### src/rtl/spi_fm_pkg.sv
`timescale 1ns/1ps
package spi_fm_pkg;

    typedef enum logic [1:0] {
        ST_IDLE  = 2'd0,
        ST_LEAD  = 2'd1,
        ST_SHIFT = 2'd2,
        ST_LAG   = 2'd3
    } fm_state_e;

    typedef struct packed {
        logic cpol;
        logic cpha;
    } fm_mode_t;

    typedef struct packed {
        logic load;
        logic drive;
        logic sample;
        logic last;
    } fm_step_t;

    localparam int unsigned FM_MIN_PERIOD = 4;

    function automatic int unsigned fm_period(input int unsigned brr);
        return (brr < FM_MIN_PERIOD - 1) ? FM_MIN_PERIOD : brr + 1;
    endfunction

    function automatic int unsigned fm_len_eff(input int unsigned len, input int unsigned maxw);
        return (len == 0 || len > maxw) ? maxw : len;
    endfunction

endpackage

### src/rtl/spi_fm_timer.sv
`timescale 1ns/1ps
module spi_fm_timer #(
    parameter int CNT_W = 9
) (
    input  logic             clk,
    input  logic             rst,
    input  logic             run,
    input  logic             odd,
    input  logic [CNT_W-1:0] half_lo,
    input  logic [CNT_W-1:0] half_hi,
    output logic             slot_end
);
    logic [CNT_W-1:0] cnt;
    logic [CNT_W-1:0] span;

    assign span     = odd ? half_hi : half_lo;
    assign slot_end = run && (cnt == span - 1'b1);

    always_ff @(posedge clk) begin
        if (rst || !run || slot_end) begin
            cnt <= '0;
        end else begin
            cnt <= cnt + 1'b1;
        end
    end
endmodule

### src/rtl/spi_fm_hold.sv
`timescale 1ns/1ps
module spi_fm_hold #(
    parameter int WORD_W = 16
) (
    input  logic              clk,
    input  logic              rst,
    input  logic              push,
    input  logic [WORD_W-1:0] push_data,
    input  logic              pop,
    output logic              full,
    output logic [WORD_W-1:0] data
);
    always_ff @(posedge clk) begin
        if (rst) begin
            full <= 1'b0;
            data <= '0;
        end else if (push && !full) begin
            full <= 1'b1;
            data <= push_data;
        end else if (pop) begin
            full <= 1'b0;
        end
    end
endmodule

### src/rtl/spi_fm_shifter.sv
`timescale 1ns/1ps
module spi_fm_shifter #(
    parameter int WORD_W = 16,
    parameter int LEN_W  = 5
) (
    input  logic              clk,
    input  logic              rst,
    input  logic              load,
    input  logic              drive_now,
    input  logic [WORD_W-1:0] load_data,
    input  logic [LEN_W-1:0]  len,
    input  logic              drive,
    input  logic              sample,
    input  logic              miso,
    output logic              mosi,
    output logic [WORD_W-1:0] rx_next
);
    logic [WORD_W-1:0] tx_sr;
    logic [WORD_W-1:0] rx_sr;
    logic [WORD_W-1:0] aligned;

    assign aligned = load_data << (LEN_W'(WORD_W) - len);
    assign rx_next = {rx_sr[WORD_W-2:0], miso};

    always_ff @(posedge clk) begin
        if (rst) begin
            tx_sr <= '0;
            rx_sr <= '0;
            mosi  <= 1'b0;
        end else begin
            if (load) begin
                rx_sr <= '0;
                if (drive_now) begin
                    mosi  <= aligned[WORD_W-1];
                    tx_sr <= aligned << 1;
                end else begin
                    tx_sr <= aligned;
                end
            end else begin
                if (sample) begin
                    rx_sr <= rx_next;
                end
                if (drive) begin
                    mosi  <= tx_sr[WORD_W-1];
                    tx_sr <= tx_sr << 1;
                end
            end
        end
    end
endmodule

### src/rtl/spi_frame_master.sv
`timescale 1ns/1ps
module spi_frame_master
    import spi_fm_pkg::*;
#(
    parameter int WORD_W = 16,
    parameter int DIV_W  = 8,
    localparam int LEN_W  = $clog2(WORD_W + 1),
    localparam int CNT_W  = DIV_W + 1,
    localparam int SLOT_W = $clog2(2 * WORD_W)
) (
    input  logic              clk,
    input  logic              rst,
    input  logic              cfg_cpol,
    input  logic              cfg_cpha,
    input  logic [DIV_W-1:0]  cfg_brr,
    input  logic [LEN_W-1:0]  cfg_len,
    input  logic [WORD_W-1:0] tx_data,
    input  logic              tx_valid,
    output logic              tx_ready,
    output logic [WORD_W-1:0] rx_data,
    output logic              rx_valid,
    output logic              busy,
    output logic              sclk,
    output logic              mosi,
    input  logic              miso,
    output logic              cs_n
);
    fm_state_e         state;
    fm_mode_t          mode_q;
    fm_step_t          step;
    logic [CNT_W-1:0]  half_lo_q;
    logic [CNT_W-1:0]  half_hi_q;
    logic [LEN_W-1:0]  len_q;
    logic [SLOT_W-1:0] slot_idx;
    logic [SLOT_W-1:0] last_slot;
    logic [LEN_W:0]    slots_m1;
    logic [CNT_W-1:0]  period_in;
    logic              slot_end;
    logic              hold_full;
    logic [WORD_W-1:0] hold_data;
    logic [WORD_W-1:0] rx_next;
    logic              at_last;
    logic              even_slot;
    logic              sclk_q;

    assign period_in = CNT_W'(fm_period(int'(cfg_brr)));
    assign slots_m1  = {len_q, 1'b0} - 1'b1;
    assign last_slot = SLOT_W'(slots_m1);
    assign at_last   = (slot_idx == last_slot);
    assign even_slot = !slot_idx[0];
    assign busy      = (state != ST_IDLE);
    assign tx_ready  = !hold_full;
    assign sclk      = sclk_q;

    always_comb begin
        step = '0;
        if (slot_end && state == ST_LEAD && slot_idx[0]) begin
            step.load = 1'b1;
        end
        if (slot_end && state == ST_SHIFT) begin
            step.sample = mode_q.cpha ? !even_slot : even_slot;
            step.drive  = mode_q.cpha ? even_slot : (!even_slot && !at_last);
            step.last   = step.sample &&
                          (mode_q.cpha ? at_last : (slot_idx == last_slot - 1'b1));
            step.load   = at_last && hold_full;
        end
    end

    spi_fm_timer #(.CNT_W(CNT_W)) u_timer (
        .clk      (clk),
        .rst      (rst),
        .run      (busy),
        .odd      (slot_idx[0]),
        .half_lo  (half_lo_q),
        .half_hi  (half_hi_q),
        .slot_end (slot_end)
    );

    spi_fm_hold #(.WORD_W(WORD_W)) u_hold (
        .clk       (clk),
        .rst       (rst),
        .push      (tx_valid),
        .push_data (tx_data),
        .pop       (step.load),
        .full      (hold_full),
        .data      (hold_data)
    );

    spi_fm_shifter #(.WORD_W(WORD_W), .LEN_W(LEN_W)) u_shift (
        .clk       (clk),
        .rst       (rst),
        .load      (step.load),
        .drive_now (!mode_q.cpha),
        .load_data (hold_data),
        .len       (len_q),
        .drive     (step.drive),
        .sample    (step.sample),
        .miso      (miso),
        .mosi      (mosi),
        .rx_next   (rx_next)
    );

    always_ff @(posedge clk) begin
        if (rst) begin
            state     <= ST_IDLE;
            cs_n      <= 1'b1;
            sclk_q    <= cfg_cpol;
            slot_idx  <= '0;
            mode_q    <= '0;
            half_lo_q <= CNT_W'(FM_MIN_PERIOD / 2);
            half_hi_q <= CNT_W'(FM_MIN_PERIOD / 2);
            len_q     <= LEN_W'(WORD_W);
            rx_valid  <= 1'b0;
            rx_data   <= '0;
        end else begin
            rx_valid <= step.last;
            if (step.last) begin
                rx_data <= rx_next;
            end
            case (state)
                ST_IDLE: begin
                    sclk_q      <= cfg_cpol;
                    mode_q.cpol <= cfg_cpol;
                    mode_q.cpha <= cfg_cpha;
                    half_lo_q   <= period_in >> 1;
                    half_hi_q   <= period_in - (period_in >> 1);
                    len_q       <= LEN_W'(fm_len_eff(int'(cfg_len), WORD_W));
                    slot_idx    <= '0;
                    if (hold_full) begin
                        state <= ST_LEAD;
                        cs_n  <= 1'b0;
                    end
                end
                ST_LEAD: begin
                    if (slot_end) begin
                        if (slot_idx[0]) begin
                            state    <= ST_SHIFT;
                            slot_idx <= '0;
                        end else begin
                            slot_idx <= slot_idx + 1'b1;
                        end
                    end
                end
                ST_SHIFT: begin
                    if (slot_end) begin
                        sclk_q <= ~sclk_q;
                        if (at_last) begin
                            slot_idx <= '0;
                            if (!hold_full) begin
                                state <= ST_LAG;
                            end
                        end else begin
                            slot_idx <= slot_idx + 1'b1;
                        end
                    end
                end
                default: begin
                    if (slot_end) begin
                        if (slot_idx == SLOT_W'(mode_q.cpha)) begin
                            state    <= ST_IDLE;
                            cs_n     <= 1'b1;
                            slot_idx <= '0;
                        end else begin
                            slot_idx <= slot_idx + 1'b1;
                        end
                    end
                end
            endcase
        end
    end
endmodule

### config.mk
export PLATFORM = sky130hd
export DESIGN_NAME = spi_frame_master
export DESIGN_NICKNAME = d
export VERILOG_FILES = /design/src/rtl/spi_fm_pkg.sv /design/src/rtl/spi_fm_timer.sv /design/src/rtl/spi_fm_hold.sv /design/src/rtl/spi_fm_shifter.sv /design/src/rtl/spi_frame_master.sv
export SDC_FILE = /design/constraint.sdc
export NUM_CORES = 1
export LEC_CHECK = 0
export ABC_AREA = 0
export ABC_CLOCK_PERIOD_IN_PS = 4200
export BUFFER_PORTS_ARGS = -buffer_cell sky130_fd_sc_hd__buf_2
export CAP_MARGIN = 20
export CORE_MARGIN = 10
export CORE_UTILIZATION = 39
export DETAILED_ROUTE_END_ITERATION = 10
export GPL_ROUTABILITY_DRIVEN = 0
export PLACE_DENSITY_LB_ADDON = 0.3
export SLEW_MARGIN = 30
export SYNTH_ARGS = -nofsm -noshare
export SYNTH_HDL_FRONTEND = slang
export SYNTH_HIERARCHICAL = 1
export SYNTH_SLANG_ARGS = --single-unit
### constraint.sdc
create_clock -name clk -period 4.2 [get_ports clk]
set_input_delay 0.84 -clock clk [delete_from_list [all_inputs] [get_ports clk]]
set_output_delay 0.84 -clock clk [all_outputs]
set_load 0.01 [all_outputs]
Yosys cells after proc, flatten, opt, wreduce, memory -nomap -nowiden --
Cells that the tools add are included.
Word-level totals: word-level logic and storage cells 113, output and inout port bits 22, flip-flop bits (word level) 107
Operators by class: shift-type cells 1, add/subtract/negate cells 8, eq/ne operators 14, muxes and demuxes 39, bitwise operators 2, $lt $le $gt $ge 2, reductions and logical operators 31
Operators with widths (count):
- $mux 16 | 3
- $mux 5 | 7
- $mux 9 | 2
- $mux 2 | 8
- $shl 16x5->16 | 1
- $pmux 5 s3 | 1
- $mux 1 | 14
- $ne 2x2->1 const B | 6
- $eq 5x5->1 | 2
- $reduce_bool 2->1 | 5
- $sub 5x1->5 const B | 2
- $add 8x1->9 const B | 1
- $add 9x1->9 const B | 1
- $eq 9x9->1 | 1
- $sub 9x1->9 const B | 1
- $sub 9x8->9 | 1
- $logic_and 1x1->1 | 8
- $lt 8x2->1 const B | 1
- $reduce_and 8->1 | 1
- $pmux 2 s3 | 1
- $add 5x1->5 const B | 1
- $eq 5x1->1 | 1
- $gt 5x5->1 const B | 1
- $logic_not 5->1 | 1
- 17 further kinds | 26

Depth between registers and ports, before layout --
word-level depth 10, gate-level depth with buffers 17

Hierarchy --
The synthesis kept the hierarchy.
By module, submodules not included:
- spi_frame_master | area each 2892.8 um^2, cells an instance 343, times used 1
- spi_fm_shifter | area each 2264.7 um^2, cells an instance 239, times used 1
- spi_fm_timer | area each 822.0 um^2, cells an instance 94, times used 1
- spi_fm_hold | area each 812.0 um^2, cells an instance 74, times used 1

Least setup slack after synthesis --
OpenSTA, ideal clock, no wires.
path kind register to register, from register slot_idx[0], to register u_shift.rx_sr[10], data required time 4072 ps, stages on the path, launching flop included 16, setup slack 64 ps, arrival 4008 ps, library setup time 128 ps, path buffers 4, cell sequence dfxtp_1 -> buf_6 -> buf_6 -> mux2i_1 -> ha_1 -> xnor2_1 -> xnor2_1 -> nand4_1 -> or4_4 -> nor4_4 -> nand2_1 -> nor2_1 -> clkbuf_1 -> clkbuf_1 -> mux2i_1 -> nor2_1
RTL lines:
- start: declaration | line spi_frame_master.sv:34 | logic [SLOT_W-1:0] slot_idx;
- start signal: assignment | line spi_frame_master.sv:140 | slot_idx <= slot_idx + 1'b1;
- start signal: assignment | line spi_frame_master.sv:153 | slot_idx <= slot_idx + 1'b1;
- start signal: assignment | line spi_frame_master.sv:164 | slot_idx <= slot_idx + 1'b1;
- end signal: assignment | line spi_fm_shifter.sv:41 | rx_sr <= rx_next;
- end: declaration | line spi_fm_shifter.sv:19 | logic [WORD_W-1:0] rx_sr;

==> results.py <==
metrics = {
    "logic_synthesis": {
        "synth-seq-area-share_pct": 31.7,
        "yosysWarningCount": 6,
        "yosys-mux-area-fraction_pct": 15.2,
        "syn_area_mm2": 0.00679,
        "synth_compound_area_share_pct": 15.2,
        "synth_simple_gate_area_share_pct": 22.4,
        "async_reset_ff_share_pct": 0,
        "synth_fp_nets": 804,
        "syn_inst": 750,
        "synth_xor_area_share_pct": 6.12,
        "synth.distinct_cells": 81,
        "synthFlopType": "dfxtp_1",
        "synth_top_family_by_area": "simple AND/OR/NAND/NOR gates",
        "syn_avg_cell_area_um2": 9.06,
        "synth-edff-count": 1,
        "synth_seq_cells": 107,
        "synthAdderAreaFrac_pct": 3.50,
    },
    "power_and_ir_drop": {
        "power.switching_w": 0.00133,
        "clkPwrFrac_pct": 26.2,
        "swShare_pct": 38.4,
        "peakVddDrop_mv": 0.273,
        "p_per_area_mw_per_mm2": 462,
        "intPower_w": 0.00213,
        "leakage_nw": 2.81,
        "power.total_w": 0.00346,
        "seqPwrFrac_pct": 36.0,
        "power.share.combinational_pct": 37.8,
    },
    "place": {
        "place_area_mm2": 0.00716,
        "portBuffers": 56,
        "place_ws_ns": 0.403,
        "dpl.hpwl_mm": 11.3,
    },
    "hold_path": {
        "hold_class": "reg -> reg",
    },
    "clock_network": {
        "cts.clk_slew.worst_paths_ns": 0.08,
        "cts-root-buf": "clkbuf_16",
        "cts.path.max_buffers": 2,
        "cts_buffers": 9,
        "post_cts_buffers": 0,
        "cts_hold_buf": 0,
        "cts_htree_levels": 3,
        "cts_sinks": 107,
        "cts_resized": 0,
        "clk_latency_ns": 0.35,
        "cts_tree": "built",
    },
    "sta": {
        "setup_tns_ns": 0,
        "min_period_ns": 3.69,
        "slew_headroom_pct": 49.2,
        "fmax_mhz": 271,
        "drv_slew": 0,
        "fin_skew_ns": 0.0109,
        "rsz0062_at_grt": "false",
        "setup_viol": 0,
        "period_share_pct": 87.9,
        "tightestPinTransition_ns": 0.762,
        "worst_slack_ns": 0.509,
        "final_hold_viol_count": 0,
    },
    "global_routing": {
        "antenna_found_initial": 0,
        "grt_use_total_pct": 13.2,
        "grt.overflow.total": 0,
        "grt_pass1_wl_mm": 26.4,
        "grt_max_degree": 58,
        "grt_pass1_vias": 5244,
    },
    "floorplan": {
        "ioPinCount": 57,
        "coreArea_mm2": 0.0172,
        "fp.dieW_um": 152,
        "dieArea_mm2": 0.0231,
        "start_util_pct": 39.5,
        "die_h_um": 152,
        "std_cell_rows": 48,
    },
    "drt": {
        "dr.pass1.iters": 7,
        "drc": 0,
        "vias_per_cell": 5.48,
        "drt-met1-wl_mm": 7.37,
        "vias": 5550,
        "wire_per_inst_um": 15.5,
        "wl_met3_um": 582,
        "top_layer": "met4",
        "dr_wl_met2_mm": 7.61,
        "ant_nets": 0,
        "drt_iter0_markers": 279,
        "wl_mm": 15.7,
    },
    "run": {
        "drv_cap": 0,
    },
    "worst_setup_path": {
        "endpoint": "u_shift/tx_sr[9]",
        "reg2regPathDepth": 14,
        "cp.required_ns": 4.48,
        "rr_startpoint": "slot_idx[0]",
        "reg2reg_to": "u_shift/tx_sr[9]",
        "r2r_setup_slack_ns": 0.51,
        "cp-startpoint": "slot_idx[0]",
        "cp_max_fo": 22,
        "crit_arrival_ns": 3.98,
        "critPathCaptureType": "register",
        "startpoint_type": "register",
        "worst-setup-path-type": "reg -> reg",
    },
    "layout": {
        "synthToLayoutAreaGrowth_pct": 10.0,
        "final_cell_area_mm2": 0.00747,
        "num_antenna_cells": 0,
        "fin_util_pct": 43.5,
        "drive_gt1_share_pct": 17.7,
        "fin_nets": 836,
    },
    "status": {
        "outcome": "finished clean",
    },
}
## synth_stat cells (all sizes together), types with 3 or more instances
cell | n | area share [%]
buf | 26 | 3.3
clkbuf | 20 | 1.1
a21oi | 36 | 2.7
nand2b | 23 | 2.1
and2 | 5 | 0.48
o221ai | 3 | 0.57
a22oi | 3 | 0.33
nor4 | 8 | 1.5
mux2i | 64 | 9.5
nand4bb | 16 | 2.7
xor2 | 16 | 2.3
nand2 | 53 | 2.9
mux2 | 9 | 1.5
a221oi | 12 | 1.5
and3 | 5 | 0.46
o21ai | 35 | 3.2
a21o | 6 | 0.66
xnor2 | 25 | 3.5
nand3 | 21 | 1.7
nor3b | 5 | 0.55
a21boi | 7 | 0.83
o211ai | 5 | 0.55
a31oi | 11 | 1.0
ha | 19 | 3.5
mux4 | 12 | 4.2
or3 | 5 | 0.53
a211oi | 18 | 2.1
nor2 | 92 | 5.1
nand4 | 7 | 0.64
nor3 | 18 | 1.5
dfxtp | 106 | 31
o31ai | 4 | 0.52
nor2b | 3 | 0.28
or4 | 5 | 0.61
inv | 23 | 1.3
## stage by stage
step           hold slack (ns)  instances
5_1_grt                  0.511       1012
3_5_place_dp             0.479        996
2_1_floorplan            0.446        750
3_3_place_gp             0.469        996
4_1_cts                  0.488       1012
6_report                 0.486       1012
## worst min-delay path by stage
| stage | to | cells past startpoint | slack (ns) | from |
|---|---|---|---|---|
| finish | half_lo_q[7] | 2 | 0.49 | half_lo_q[7] |
| detailed placement | half_lo_q[7] | 2 | 0.48 | half_lo_q[7] |
| global route | state[1] | 2 | 0.51 | state[1] |
| floorplan | u_hold/data[15] | 2 | 0.45 | u_hold/data[15] |
| CTS | half_lo_q[7] | 2 | 0.49 | half_lo_q[7] |
| global placement | rx_data[0] | 2 | 0.47 | rx_data[0] |
## sequential cells by signal (all words and copies together), names as in the netlist
name	count
u_hold/data	16
rx_data	16
half_lo_q	8
slot_idx	5
state	2
sclk	1
u_shift/tx_sr	16
u_hold/full	1
u_shift/rx_sr	15
mode_q	1
len_q	5
rx_valid	1
u_shift/mosi	1
cs_n	1
u_timer/cnt	9
half_hi_q	9
## routing by layer
layer | up-vias | GRT usage [%]
met1 | 2625 | 16.7
met3 | 9 | 2.57
met4 | 0 | 2.93
met5 | - | 0
met2 | 120 | 22.5
li1 | 2796 | -
## kinds of logic after synthesis
group / after synthesis
multiplexers: 85
adder cells (fa/ha/maj): 19
XOR/XNOR: 42
AO/OA/AOI/OAI: 150
flip-flops: 107
other: 1
buffers and inverters: 70
AND/OR/NAND/NOR: 276
## layout make-up
| type | count | area, um2 |
|---|---|---|
| Inverter | 24 | 90.1 |
| Sequential cell | 107 | 2150 |
| Clock inverter | 7 | 87.6 |
| Clock buffer | 9 | 225 |
| Multi-Input combinational cell | 573 | 4260 |
| Fill cell | 1782 | 9700 |
| Timing Repair Buffer | 67 | 375 |
| Tap cell | 225 | 282 |
## worst max-delay path, cell delays in order (launching register included)
cell	delay (ns)
dfxtp_1	0.39
mux2i_1	0.30
ha_1	0.27
xnor2_1	0.15
xnor2_1	0.14
nand4_1	0.11
or4_4	0.55
nor4_4	0.31
nand2_1	0.11
a21oi_1	0.13
buf_4	0.26
nand2_1	0.20
a21oi_1	0.38
a221oi_1	0.16
a21oi_1	0.16
## power by group through the flow
stage          clock network [W]  logic (W)  registers (W)
2_1_floorplan                  0    0.00108        0.00123
3_3_place_gp                   0    0.00130        0.00127
3_5_place_dp                   0    0.00130        0.00127
4_1_cts                 0.000930    0.00131        0.00125
5_1_grt                 0.000974    0.00144        0.00126
6_report                0.000905    0.00131        0.00125
## layout by cell type, fill, tap and decap left out, types with 5 or more instances in the layout
cell type and n:
dfxtp_1 106, a21oi_1 34, nor3_1 16, a221oi_1 12
nand4_1 7, o21ai_0 19, a31oi_1 11, nor2_1 92
nand3_1 19, buf_2 56, mux2i_1 63, inv_1 22
clkbuf_16 9, mux4_2 8, ha_1 19, o211ai_1 5
xor2_1 14, mux2_2 8, a21o_1 6, nand2b_1 23
a211oi_1 16, nor3b_1 5, nand2_1 53, xnor2_1 24
nand4bb_1 16, buf_4 10, o21ai_1 5, o21ai_2 11
and3_1 5
Note: power is estimated with default switching activity, not from simulation.
